==> config.mk <==
export PLATFORM = sky130hd
export DESIGN_NAME = eyescan_engine
export DESIGN_NICKNAME = d
export VERILOG_FILES = /design/src/rtl/eyescan_pkg.sv /design/src/rtl/eyescan_accum.sv /design/src/rtl/eyescan_stepper.sv /design/src/rtl/eyescan_window.sv /design/src/rtl/eyescan_engine.sv
export SDC_FILE = /design/constraint.sdc
export NUM_CORES = 1
export LEC_CHECK = 0
export ABC_AREA = 1
export BUFFER_PORTS_ARGS = -buffer_cell sky130_fd_sc_hd__buf_2
export CAP_MARGIN = 0
export CORE_ASPECT_RATIO = 1.4
export CORE_MARGIN = 2
export CORE_UTILIZATION = 54
export DETAILED_ROUTE_END_ITERATION = 6
export MAX_ROUTING_LAYER = met4
export PLACE_DENSITY = 0.77
export SLEW_MARGIN = 20
export SYNTH_ARGS = -nofsm -noshare
export SYNTH_HDL_FRONTEND = slang
export SYNTH_HIERARCHICAL = 1
export SYNTH_SLANG_ARGS = --single-unit
==> constraint.sdc <==
create_clock -name clk -period 2.85 [get_ports clk]
set_input_delay 0.57 -clock clk [delete_from_list [all_inputs] [get_ports clk]]
set_output_delay 0.57 -clock clk [all_outputs]
set_load 0.05 [all_outputs]
==> src/rtl/eyescan_pkg.sv <==
package eyescan_pkg;

  // Width of one stored count; split into two byte lanes in the window.
  localparam int RES_W  = 16;
  localparam int BYTE_W = 8;

  // Number of valid samples a point integrates for a given dwell code.
  function automatic int unsigned dwell_samples(input int unsigned dw,
                                                input int unsigned shift);
    return (dw + 32'd1) << shift;
  endfunction

  // Increment that sticks at the all-ones value.
  function automatic logic [RES_W-1:0] sat_inc(input logic [RES_W-1:0] v);
    return (v == {RES_W{1'b1}}) ? v : v + 1'b1;
  endfunction

endpackage

==> src/rtl/eyescan_accum.sv <==
module eyescan_accum #(
  parameter int DWELL_W     = 8,
  parameter int DWELL_SHIFT = 10
) (
  input  logic                          clk,
  input  logic                          rst_n,
  input  logic                          clear,
  input  logic                          active,
  input  logic                          smp_vld,
  input  logic                          prim_bit,
  input  logic                          offs_bit,
  input  logic [DWELL_W-1:0]            dwell,
  output logic [eyescan_pkg::RES_W-1:0] err_cnt,
  output logic                          dwell_full
);
  import eyescan_pkg::*;

  localparam int SMP_W = DWELL_W + DWELL_SHIFT + 1;

  logic [SMP_W-1:0] smp_cnt;
  logic [SMP_W-1:0] smp_lim;
  logic             take_smp;

  assign smp_lim    = SMP_W'(dwell_samples(32'(dwell), DWELL_SHIFT));
  assign dwell_full = (smp_cnt >= smp_lim);
  assign take_smp   = active && smp_vld && !dwell_full;

  always_ff @(posedge clk or negedge rst_n) begin
    if (!rst_n) begin
      smp_cnt <= '0;
      err_cnt <= '0;
    end else if (clear) begin
      smp_cnt <= '0;
      err_cnt <= '0;
    end else if (take_smp) begin
      smp_cnt <= smp_cnt + 1'b1;
      if (prim_bit != offs_bit) err_cnt <= sat_inc(err_cnt);
    end
  end

endmodule

==> src/rtl/eyescan_stepper.sv <==
module eyescan_stepper #(
  parameter int PH_W = 6,
  parameter int VO_W = 6
) (
  input  logic            clk,
  input  logic            rst_n,
  input  logic            clear,
  input  logic            advance,
  output logic            in_grid,
  output logic [PH_W-1:0] phase_code,
  output logic [VO_W-1:0] volt_code
);
  localparam int IDX_W = PH_W + VO_W;

  // One extra bit marks "past the last point".
  logic [IDX_W:0] pt;

  assign in_grid    = !pt[IDX_W];
  assign volt_code  = pt[VO_W-1:0];
  assign phase_code = pt[IDX_W-1:VO_W];

  always_ff @(posedge clk or negedge rst_n) begin
    if (!rst_n)                   pt <= '0;
    else if (clear)               pt <= '0;
    else if (advance && in_grid)  pt <= pt + 1'b1;
  end

endmodule

==> src/rtl/eyescan_window.sv <==
module eyescan_window #(
  parameter int GRID    = 4096,
  parameter int RES_LAG = 2,
  parameter int PC_W    = 13
) (
  input  logic                           clk,
  input  logic                           rst_n,
  input  logic                           clear,
  input  logic                           running,
  input  logic                           burst,
  input  logic                           rd_msb,
  input  logic                           rd_lsb,
  input  logic [eyescan_pkg::RES_W-1:0]  capt_val,
  output logic [eyescan_pkg::BYTE_W-1:0] msb_byte,
  output logic [eyescan_pkg::BYTE_W-1:0] lsb_byte,
  output logic                           step_evt,
  output logic                           pair_evt,
  output logic                           last_pair
);
  import eyescan_pkg::*;

  logic [RES_W-1:0] stg [RES_LAG];
  logic [RES_W-1:0] win;
  logic             msb_taken;
  logic [PC_W-1:0]  pair_cnt;

  assign step_evt  = running && !msb_taken && rd_msb;
  assign pair_evt  = running && msb_taken && (burst ? rd_msb : rd_lsb);
  assign last_pair = (pair_cnt == PC_W'(GRID + RES_LAG - 1));

  assign msb_byte  = (burst && msb_taken) ? win[BYTE_W-1:0] : win[RES_W-1:BYTE_W];
  assign lsb_byte  = win[BYTE_W-1:0];

  always_ff @(posedge clk or negedge rst_n) begin
    if (!rst_n) begin
      for (int i = 0; i < RES_LAG; i++) stg[i] <= '0;
      win       <= '0;
      msb_taken <= 1'b0;
      pair_cnt  <= '0;
    end else if (clear) begin
      for (int i = 0; i < RES_LAG; i++) stg[i] <= '0;
      win       <= '0;
      msb_taken <= 1'b0;
      pair_cnt  <= '0;
    end else begin
      if (step_evt) begin
        stg[0] <= capt_val;
        for (int i = 1; i < RES_LAG; i++) stg[i] <= stg[i-1];
        msb_taken <= 1'b1;
      end
      if (pair_evt) begin
        win       <= stg[RES_LAG-1];
        msb_taken <= 1'b0;
        pair_cnt  <= pair_cnt + 1'b1;
      end
    end
  end

endmodule

==> src/rtl/eyescan_engine.sv <==
module eyescan_engine #(
  parameter int PH_W        = 6,
  parameter int VO_W        = 6,
  parameter int DWELL_W     = 8,
  parameter int DWELL_SHIFT = 10,
  parameter int RES_LAG     = 2
) (
  input  logic               clk,
  input  logic               rst_n,
  input  logic               scan_en,
  input  logic               start_req,
  input  logic               burst_mode,
  input  logic [DWELL_W-1:0] dwell,
  input  logic               smp_vld,
  input  logic               prim_bit,
  input  logic               offs_bit,
  input  logic               rd_msb,
  input  logic               rd_lsb,
  output logic [PH_W-1:0]    phase_code,
  output logic [VO_W-1:0]    volt_code,
  output logic [7:0]         msb_byte,
  output logic [7:0]         lsb_byte,
  output logic               start_bit
);
  import eyescan_pkg::*;

  localparam int GRID = 1 << (PH_W + VO_W);
  localparam int PC_W = PH_W + VO_W + 1;

  // Named internal events, also observed by the bound checker.
  logic             start_evt;
  logic             abort;
  logic             clear;
  logic             step_evt;
  logic             pair_evt;
  logic             last_pair;
  logic             done_evt;
  logic             acc_clear;
  logic             in_grid;
  logic             dwell_full;
  logic [RES_W-1:0] err_cnt;
  logic [RES_W-1:0] capt_val;

  assign start_evt = scan_en && start_req;
  assign abort     = !scan_en;
  assign clear     = start_evt || abort;
  assign done_evt  = pair_evt && last_pair;
  assign acc_clear = clear || step_evt;
  assign capt_val  = in_grid ? err_cnt : '0;

  always_ff @(posedge clk or negedge rst_n) begin
    if (!rst_n)         start_bit <= 1'b0;
    else if (abort)     start_bit <= 1'b0;
    else if (start_evt) start_bit <= 1'b1;
    else if (done_evt)  start_bit <= 1'b0;
  end

  eyescan_accum #(
    .DWELL_W     (DWELL_W),
    .DWELL_SHIFT (DWELL_SHIFT)
  ) u_accum (
    .clk        (clk),
    .rst_n      (rst_n),
    .clear      (acc_clear),
    .active     (start_bit && in_grid),
    .smp_vld    (smp_vld),
    .prim_bit   (prim_bit),
    .offs_bit   (offs_bit),
    .dwell      (dwell),
    .err_cnt    (err_cnt),
    .dwell_full (dwell_full)
  );

  eyescan_stepper #(
    .PH_W (PH_W),
    .VO_W (VO_W)
  ) u_stepper (
    .clk        (clk),
    .rst_n      (rst_n),
    .clear      (clear),
    .advance    (step_evt),
    .in_grid    (in_grid),
    .phase_code (phase_code),
    .volt_code  (volt_code)
  );

  eyescan_window #(
    .GRID    (GRID),
    .RES_LAG (RES_LAG),
    .PC_W    (PC_W)
  ) u_window (
    .clk       (clk),
    .rst_n     (rst_n),
    .clear     (clear),
    .running   (start_bit),
    .burst     (burst_mode),
    .rd_msb    (rd_msb),
    .rd_lsb    (rd_lsb),
    .capt_val  (capt_val),
    .msb_byte  (msb_byte),
    .lsb_byte  (lsb_byte),
    .step_evt  (step_evt),
    .pair_evt  (pair_evt),
    .last_pair (last_pair)
  );

endmodule

==> results of run 1 <==
[flip-flops by register name, indices dropped and copies added, names as in the netlist]
signal / flops
u_window/stg: 32
u_window/pair_cnt: 13
u_accum/smp_cnt: 19
start_bit: 1
u_window/msb_taken: 1
u_window/win: 16
u_accum/err_cnt: 16
u_stepper/pt: 13
[through the flow]
stage / hold WS (ns) / instance area, sq um
floorplan: 0.2744 / 6679
global placement: 0.4895 / 6892
detailed placement: 0.4938 / 6892
CTS: 0.2917 / 7207
global route: 0.3173 / 7207
finish: 0.2588 / 7207
[power by group through the flow]
stage / clock network, mW / logic [mW] / registers [mW]
6_report: 1.31 / 0.217 / 1.59
5_1_grt: 1.40 / 0.248 / 1.59
4_1_cts: 1.34 / 0.221 / 1.59
3_5_place_dp: 0 / 0.221 / 1.62
3_3_place_gp: 0 / 0.218 / 1.62
2_1_floorplan: 0 / 0.132 / 1.62
[routing by layer]
metal	share of wire [%]	track usage [%]
met4	1.9	7.948
met5	0	-
met3	3.6	2.941
met2	51	37.94
met1	44	27.54
[cells by family after synthesis]
logic type,after synthesis
AND/OR/NAND/NOR,470
buffers and inverters,156
flip-flops,111
AO/OA/AOI/OAI,105
XOR/XNOR,27
adder cells (fa/ha/maj),16
[synthesized netlist by cell type]
cell	n	area share, %
nand2_1	226	13
nand3_2	12	1.8
buf_2	15	1.1
xor2_1	20	2.6
o31ai_1	1	0.11
dfrtp_1	111	42
nor2_4	2	0.34
nor3b_1	1	0.11
nand3_1	85	6.4
buf_12	1	0.30
a21oi_2	1	0.13
or2_1	1	0.094
a21oi_1	31	2.3
nor3_1	8	0.60
nand2_4	1	0.17
o21ai_0	66	4.9
nand4_1	38	3.6
nor2_1	76	4.3
buf_4	26	2.9
nand3_4	1	0.26
nor2_8	2	0.60
nand2_2	3	0.28
clkinv_1	1	0.056
inv_1	98	5.5
a31o_2	2	0.26
buf_6	1	0.17
clkbuf_1	9	0.51
inv_2	3	0.17
nor3_2	1	0.15
a21o_1	1	0.11
xnor2_1	7	0.92
nand3b_1	4	0.45
nor2_2	9	0.84
o21bai_1	3	0.34
ha_1	16	3.0
clkbuf_2	1	0.075
buf_8	1	0.22
[worst paths after layout]
| check | end | slack [ns] | cells after the start |
|---|---|---|---|
| min reg2reg | u_window/stg[15]$_DFFE_PN0P_ | 0.51 | 2 |
| max reg2reg | u_accum/err_cnt[9]$_DFFE_PN0P_ | 0.62 | 9 |
| min in group clk | start_bit$_DFFE_PN0P_ | 0.44 | 3 |
| max | u_accum/smp_cnt[10]$_DFFE_PN0P_ | 0.39 | 16 |
| max in group asynchronous | u_stepper/pt[3]$_DFFE_PN0P_ | 1.92 | 2 |
| min | u_stepper/pt[7]$_DFFE_PN0P_ | 0.26 | 1 |
[worst max-delay path: stages]
cell and delay [ns]:
buf_2 0.10, nand3_1 0.11, nor3b_1 0.27, nand3_1 0.13, xnor2_1 0.15, inv_1 0.05, ha_1 0.30, nand3_1 0.07
nor2_1 0.10, nand3_1 0.12, nand3_4 0.13, nor2_8 0.05, buf_12 0.16, nor2_8 0.24, nand2_1 0.09, nand2_1 0.08
[layout make-up]
class                           instances  area, sq um
Fill cell                            1134         4985
Multi-Input combinational cell        618         3168
Sequential cell                       111         2778
Inverter                              102        382.9
Timing Repair Buffer                   60        375.4
Clock buffer                           10        239.0
Tap cell                              150        187.7
Clock inverter                          6        76.32
==> results.txt, run 1 <==
The worst path arrival time came out at 2.75 ns. At the pin with the least slew margin, the transition time is 1.075 ns. The global-route wire length before repair came out at 24,210 um. Summing the areas of all fa, ha and maj instances in the mapped netlist gives 2.997% of the synthesized area. The average vias per placed instance is 5.395. The final worst clock skew came out at 0.005703 ns.

The number of remaining DRC errors came out at 0. Summed over all failing endpoints, the final setup total negative slack is 0 ns. The worst setup path category is primary input to flop. Data on the critical path is required at its endpoint by 3.14 ns. The HPWL reported at the end of detailed placement came out at 9710 um.

The multiplexer fraction of the synthesized cell area came out at 0%. TritonCTS built the clock tree. Of the cells placed in the final design, the portion with a size suffix greater than 1 is 12.57%. The worst setup path is captured at a flop.

The switching part of the total is 24.20%. The synthesized area divided by synthesized cell count came out at 7.547 sq um. The worst relative slew slack is 27.61%. In this run the cell area of the synthesized design comes to 6679 sq um. The mean routed wirelength per cell came out at 12.91 um. The proportion of power drawn by flip-flops and latches came out at 51.0%.

Yosys printed 6 warnings. The time the worst path needs with I/O delays and setup came out at 2.462 ns. The worst setup slack after placement is 0.008890 ns.

The post-CTS clock slew at the launch and capture registers of the worst setup and hold paths came out at 0.07 ns. The number of synthesized register bits is 111. The number of hold violations in the final report came to 0. The number of placement rows is 48. The final design utilization came out at 59.11%.

Detailed routing inserted a total of 5,702 vias. The worst register-to-register path begins at u_accum/err_cnt[0]$_DFFE_PN0P_. The simple-gate portion of the synthesized area is 32.60%.

The CTS root buffer is clkbuf_16. CTS saw 111 sinks. The initial cell density of the core came out at 54.78%.

The post-CTS resize count came out at 0. The first element of the critical path is dwell[2]. Setup repair after global routing left no endpoint under its margin. The growth of design area from synthesis to finish came out at 7.906%. The main combinational cell family by area after synthesis is simple AND/OR/NAND/NOR gates.

The part of the total power dissipated in combinational logic came out at 7.0%. The power share of the clock group is 42.1%. The final number of setup-violating endpoints came out at 0. The smallest setup slack after layout came out at 0.3882 ns. The top-level I/O count came out at 47. For this run, the top clock speed supported by timing is 406.2 MHz.

The reported max-cap violation count came out at 0. The placer's final routability congestion estimate came out at 0.9084. The number of routed nets with antenna violations came out at 0. The placeable core region came out at 12,190 sq um.

Synthesis produced 885 cells. The final count of pins violating max slew is 0. The maximum fanout along the worst path is 25.

The synthesized netlist devotes 8.224% of its cell area to compound gates. Counting distinct cell types in the post-synthesis netlist gives 37. The peak supply drop is 272.3 uV. The clock latency on the worst-skew pair is 0.35 ns.

The flow ran to the end, and the final reports show no timing, DRC or antenna violations. The maximum buffer depth of the clock tree is 2. The number of global-route vias before repair came out at 5,451. The full die area came out at 13,290 sq um. The net count after synthesis is 919.

The most common cell after layout, fill and taps aside is nand2_1. Counting the buffers created by CTS gives 9. The leakage power total is 3.537 nW. The top cell types in the final layout, fill and taps aside, are nand2_1, dfrtp_1, inv_1.

The number of antenna violations at the first check in global routing is 0. The total placed cells including tap cells came out at 1,041. The post-CTS setup repair buffer count is 0.

Input and output buffers added on the ports amount to 46. The final critical-path share of the clock period is 86.38%. The wire length reported by the detailed router came out at 13,650 um.

The number of optimization iterations in the first detailed-route pass is 7. The power density over cell area is 432.6 nW/um^2. The number of antenna diodes in the final layout is 0. The die span in x came out at 97.99 um. The post-synthesis xor/xnor area fraction came out at 3.541%.

The total overflow left after global routing is 0. The global-route total usage across every layer is 22.37%. The level count of the clock H-tree is 3. The class of the tightest hold or removal check is primary input to async pin. The portion of the post-synthesis area used by sequential elements is 41.59%. After the first detailed-routing iteration, the DRC count stood at 375. STA classifies the critical path startpoint as a primary input. The final instance count without filler cells is 1,057. The die outline height came out at 135.6 um. The final layout net count came out at 936.

Internal power comes to 2.363 mW. The pin count of the biggest net entering global routing is 56. The cts-stage hold buffer count is 0.

The overall power of the completed layout is 3.118 mW. The switching power is 0.7544 mW.
Note: power is estimated with default switching activity, not from simulation.
==> run 2, diff against run 1 <==
Settings changed: PLACE_DENSITY 0.77 to 0.79.
Clock period 2.85 ns to 2.05 ns, I/O delays scaled along.
==> run 2 against run 1 <==
Critical path depth is 1 higher. The flow now finishes with violations (setup timing). Die area stayed put. Hold slack worse by 0.21 ns. Sequential cell count stayed put. Cell count is 2.6% higher. Clock power is 37% higher. First-iteration DRC count is 1.9% higher. Clock-buffer cell count is 1 lower. Sequential share of layout area is 2.2 points lower. Total power is 41% higher.
==> results.txt, run 2 (same netlist as run 1, synthesis figures left out) <==
The run finished, with violations left. The checks that failed: setup timing. Registers take 2778 sq um.

In the final layout, the registers with the most flip-flops are u_window/stg x32, u_accum/smp_cnt x19. The peak supply drop is 353.5 uV. The placer's final routability congestion estimate is 0.9601. The required arrival time at the worst endpoint came out at 2.35 ns. The number of DRC violations after detailed-routing iteration 0 is 382.

Setup repair after global routing could not meet its margin everywhere. For this block, the via count after detailed routing is 5,992. The worst setup slack for register-to-register paths is 0.09 ns. The maximum clock frequency came out at 464.8 MHz. The uppermost signal routing layer after detailed routing is met4. The maximum buffer depth of the clock tree is 2. Counting flops per register, the top entry is u_window/stg. The die covers 13,290 sq um.

Entering global routing, the biggest net connects 54 pins. The fraction of layout cells with a size suffix above 1 is 17.01%. The family with the most delay on the worst path is simple AND/OR/NAND/NOR gates. The post-CTS clock slew at the launch and capture registers of the worst setup and hold paths is 0.08 ns. The growth of design area from synthesis to finish came out at 14.54%.

The clock sink count came out at 111. The worst setup path is captured at a flop. The filler cell count in the final layout came out at 1,058. The signal on the critical path passes through buf_8 > ha_4 > nand3_2 > buf_4 > xor2_2 > ha_1 > nand2_1 > inv_1 > nand2_1 > nor2_2 > nor2_4 > nand3_4 > nor2_8 > buf_4 > buf_6 > nand4_1 > nand2_2. The number of buffer and inverter stages on the critical path is 5. The total overflow reported by the global router came out at 0. Counting the buffers created by CTS gives 9.

The top-level I/O count is 47. The worst path in the final design needs a cycle of 2.151 ns, including I/O delays and setup. The flip-flop count of the largest register, all copies and words added came out at 32. The leakage power total came out at 3.706 nW.

The die span in x is 97.99 um. The level count of the clock H-tree is 3. The CTS root buffer is clkbuf_16.

The first global-routing pass estimated 25,820 um of wire. The count of buffers from port buffering is 46. The final critical-path share of the clock period is 104.9%. In the routed design, unresolved DRC markers number 0. Across the run, the number of max-cap violations was 0. The later pin in the worst-skew pair is clocked with a latency of 0.36 ns.

The initial cell density of the core came out at 54.78%. The global-route total usage across every layer came out at 24.19%. The placeable core region came out at 12,190 sq um.

The number of antenna repair diodes is 0. The path class of the tightest hold or removal check is primary input to async pin. The number of optimization iterations in the first detailed-route pass is 5. Dividing total power by cell area gives a power density of 575.4 nW/um^2. The worst hold margin came out at 0.04823 ns. The worst relative slew slack is 21.66%. The number of antenna violations at the first check in global routing was 0. After detailed routing, the wire length on met1 is 6213 um.

The startpoint kind of the worst setup timing path is a primary input. The final instance count without filler cells came out at 1,085. The worst setup path category is primary input to flop.

Once detailed placement completed, the half-perimeter wirelength came to 10,270 um. The smallest setup slack after layout came out at -0.1014 ns. The final number of setup-violating endpoints is 35. Along the worst path, the maximum fanout reaches 8. The routed design has 15,250 um of wire.

The number of placement rows is 48. The cts-stage hold buffer count came out at 0. The slowest library cell on the worst path is ha_1. The mean routed wirelength per cell came out at 14.05 um. The die outline height came out at 135.6 um.

The final worst clock skew is 0.008869 ns. The final layout net count came out at 964. The top cell types in the final layout, fill and taps aside, are nand2_1, dfrtp_1, inv_1.

The number of routed nets with antenna violations is 0. The slew at the pin closest to its max-slew limit came out at 1.163 ns. The total placed cells including tap cells came out at 1,062. The total area of multi-input combinational cells is 3336 sq um. For this run, the slowest stage of the critical path takes 0.32 ns.

The library cell used most frequently in the layout, excluding fill and tap cells, is nand2_1. Wire segments on met3 add up to 538 um in the final route. The number of global-route vias before repair came out at 5,761. The detailed-routed wire length on met2 came out at 7982 um. The number of hold violations in the final report came out at 0. The final count of pins violating max slew came out at 0. The worst path arrival time came out at 2.45 ns.

The CTS tree is yes. Using the TritonRoute via totals, the vias-per-cell ratio works out to 5.523.
-- run 2: worst paths after layout --
kind / startpoint / endpoint / cells after the start
setup / recovery: dwell[1] / u_accum/err_cnt[5]$_DFFE_PN0P_ / 17
hold / removal: rst_n / u_stepper/pt[9]$_DFFE_PN0P_ / 1
setup reg to reg: u_accum/smp_cnt[18]$_DFFE_PN0P_ / u_accum/err_cnt[5]$_DFFE_PN0P_ / 10
hold reg to reg: u_window/stg[28]$_DFFE_PN0P_ / u_window/stg[12]$_DFFE_PN0P_ / 2
max in group asynchronous: rst_n / u_window/stg[30]$_DFFE_PN0P_ / 2
min in group clk: scan_en / start_bit$_DFFE_PN0P_ / 3
-- run 2: report_power, final --
part / switching [mW] / internal (mW)
registers: 0.00863 / 2.20
clock network: 0.919 / 0.878
logic: 0.264 / 0.133
-- run 2: stage by stage --
step                      utilization (%)  setup WS [ns]  power, mW  TNS [ns]  area (sq um)
after global placement              58.44        -0.4925      2.592    -15.82          7124
final                               62.75        -0.1014      4.401    -2.181          7650
after floorplan                         -        -0.2579      2.443    -7.477          6733
after CTS                           62.20       -0.02782      4.416   -0.3138          7584
after detailed placement            58.44        -0.5695      2.599    -17.71          7124
after global routing                62.75        -0.2305      4.554    -6.479          7650
-- run 2: metal layers --
metal  global-route usage, %  up-vias
li1                        -     2941
met1                   27.16     2833
met2                   42.54      163
met3                   3.044       55
met4                   11.73        0
met5                       -        -
-- run 2: final cells by class --
| class | count | share of cell area [%] |
|---|---|---|
| Clock inverter | 7 | 1.145 |
| Multi-Input combinational cell | 621 | 43.60 |
| Timing Repair Buffer | 85 | 8.538 |
| Clock buffer | 9 | 2.944 |
| Sequential cell | 111 | 36.31 |
| Inverter | 102 | 5.005 |
| Tap cell | 150 | 2.453 |
-- run 2: timing repair --
item                       CTS  global route
buffers inserted             2             1
gates resized for setup     21            14
hold endpoints to repair     0             0
pin swaps                   30            17
cloned                       3             1
setup endpoints to repair   43            42
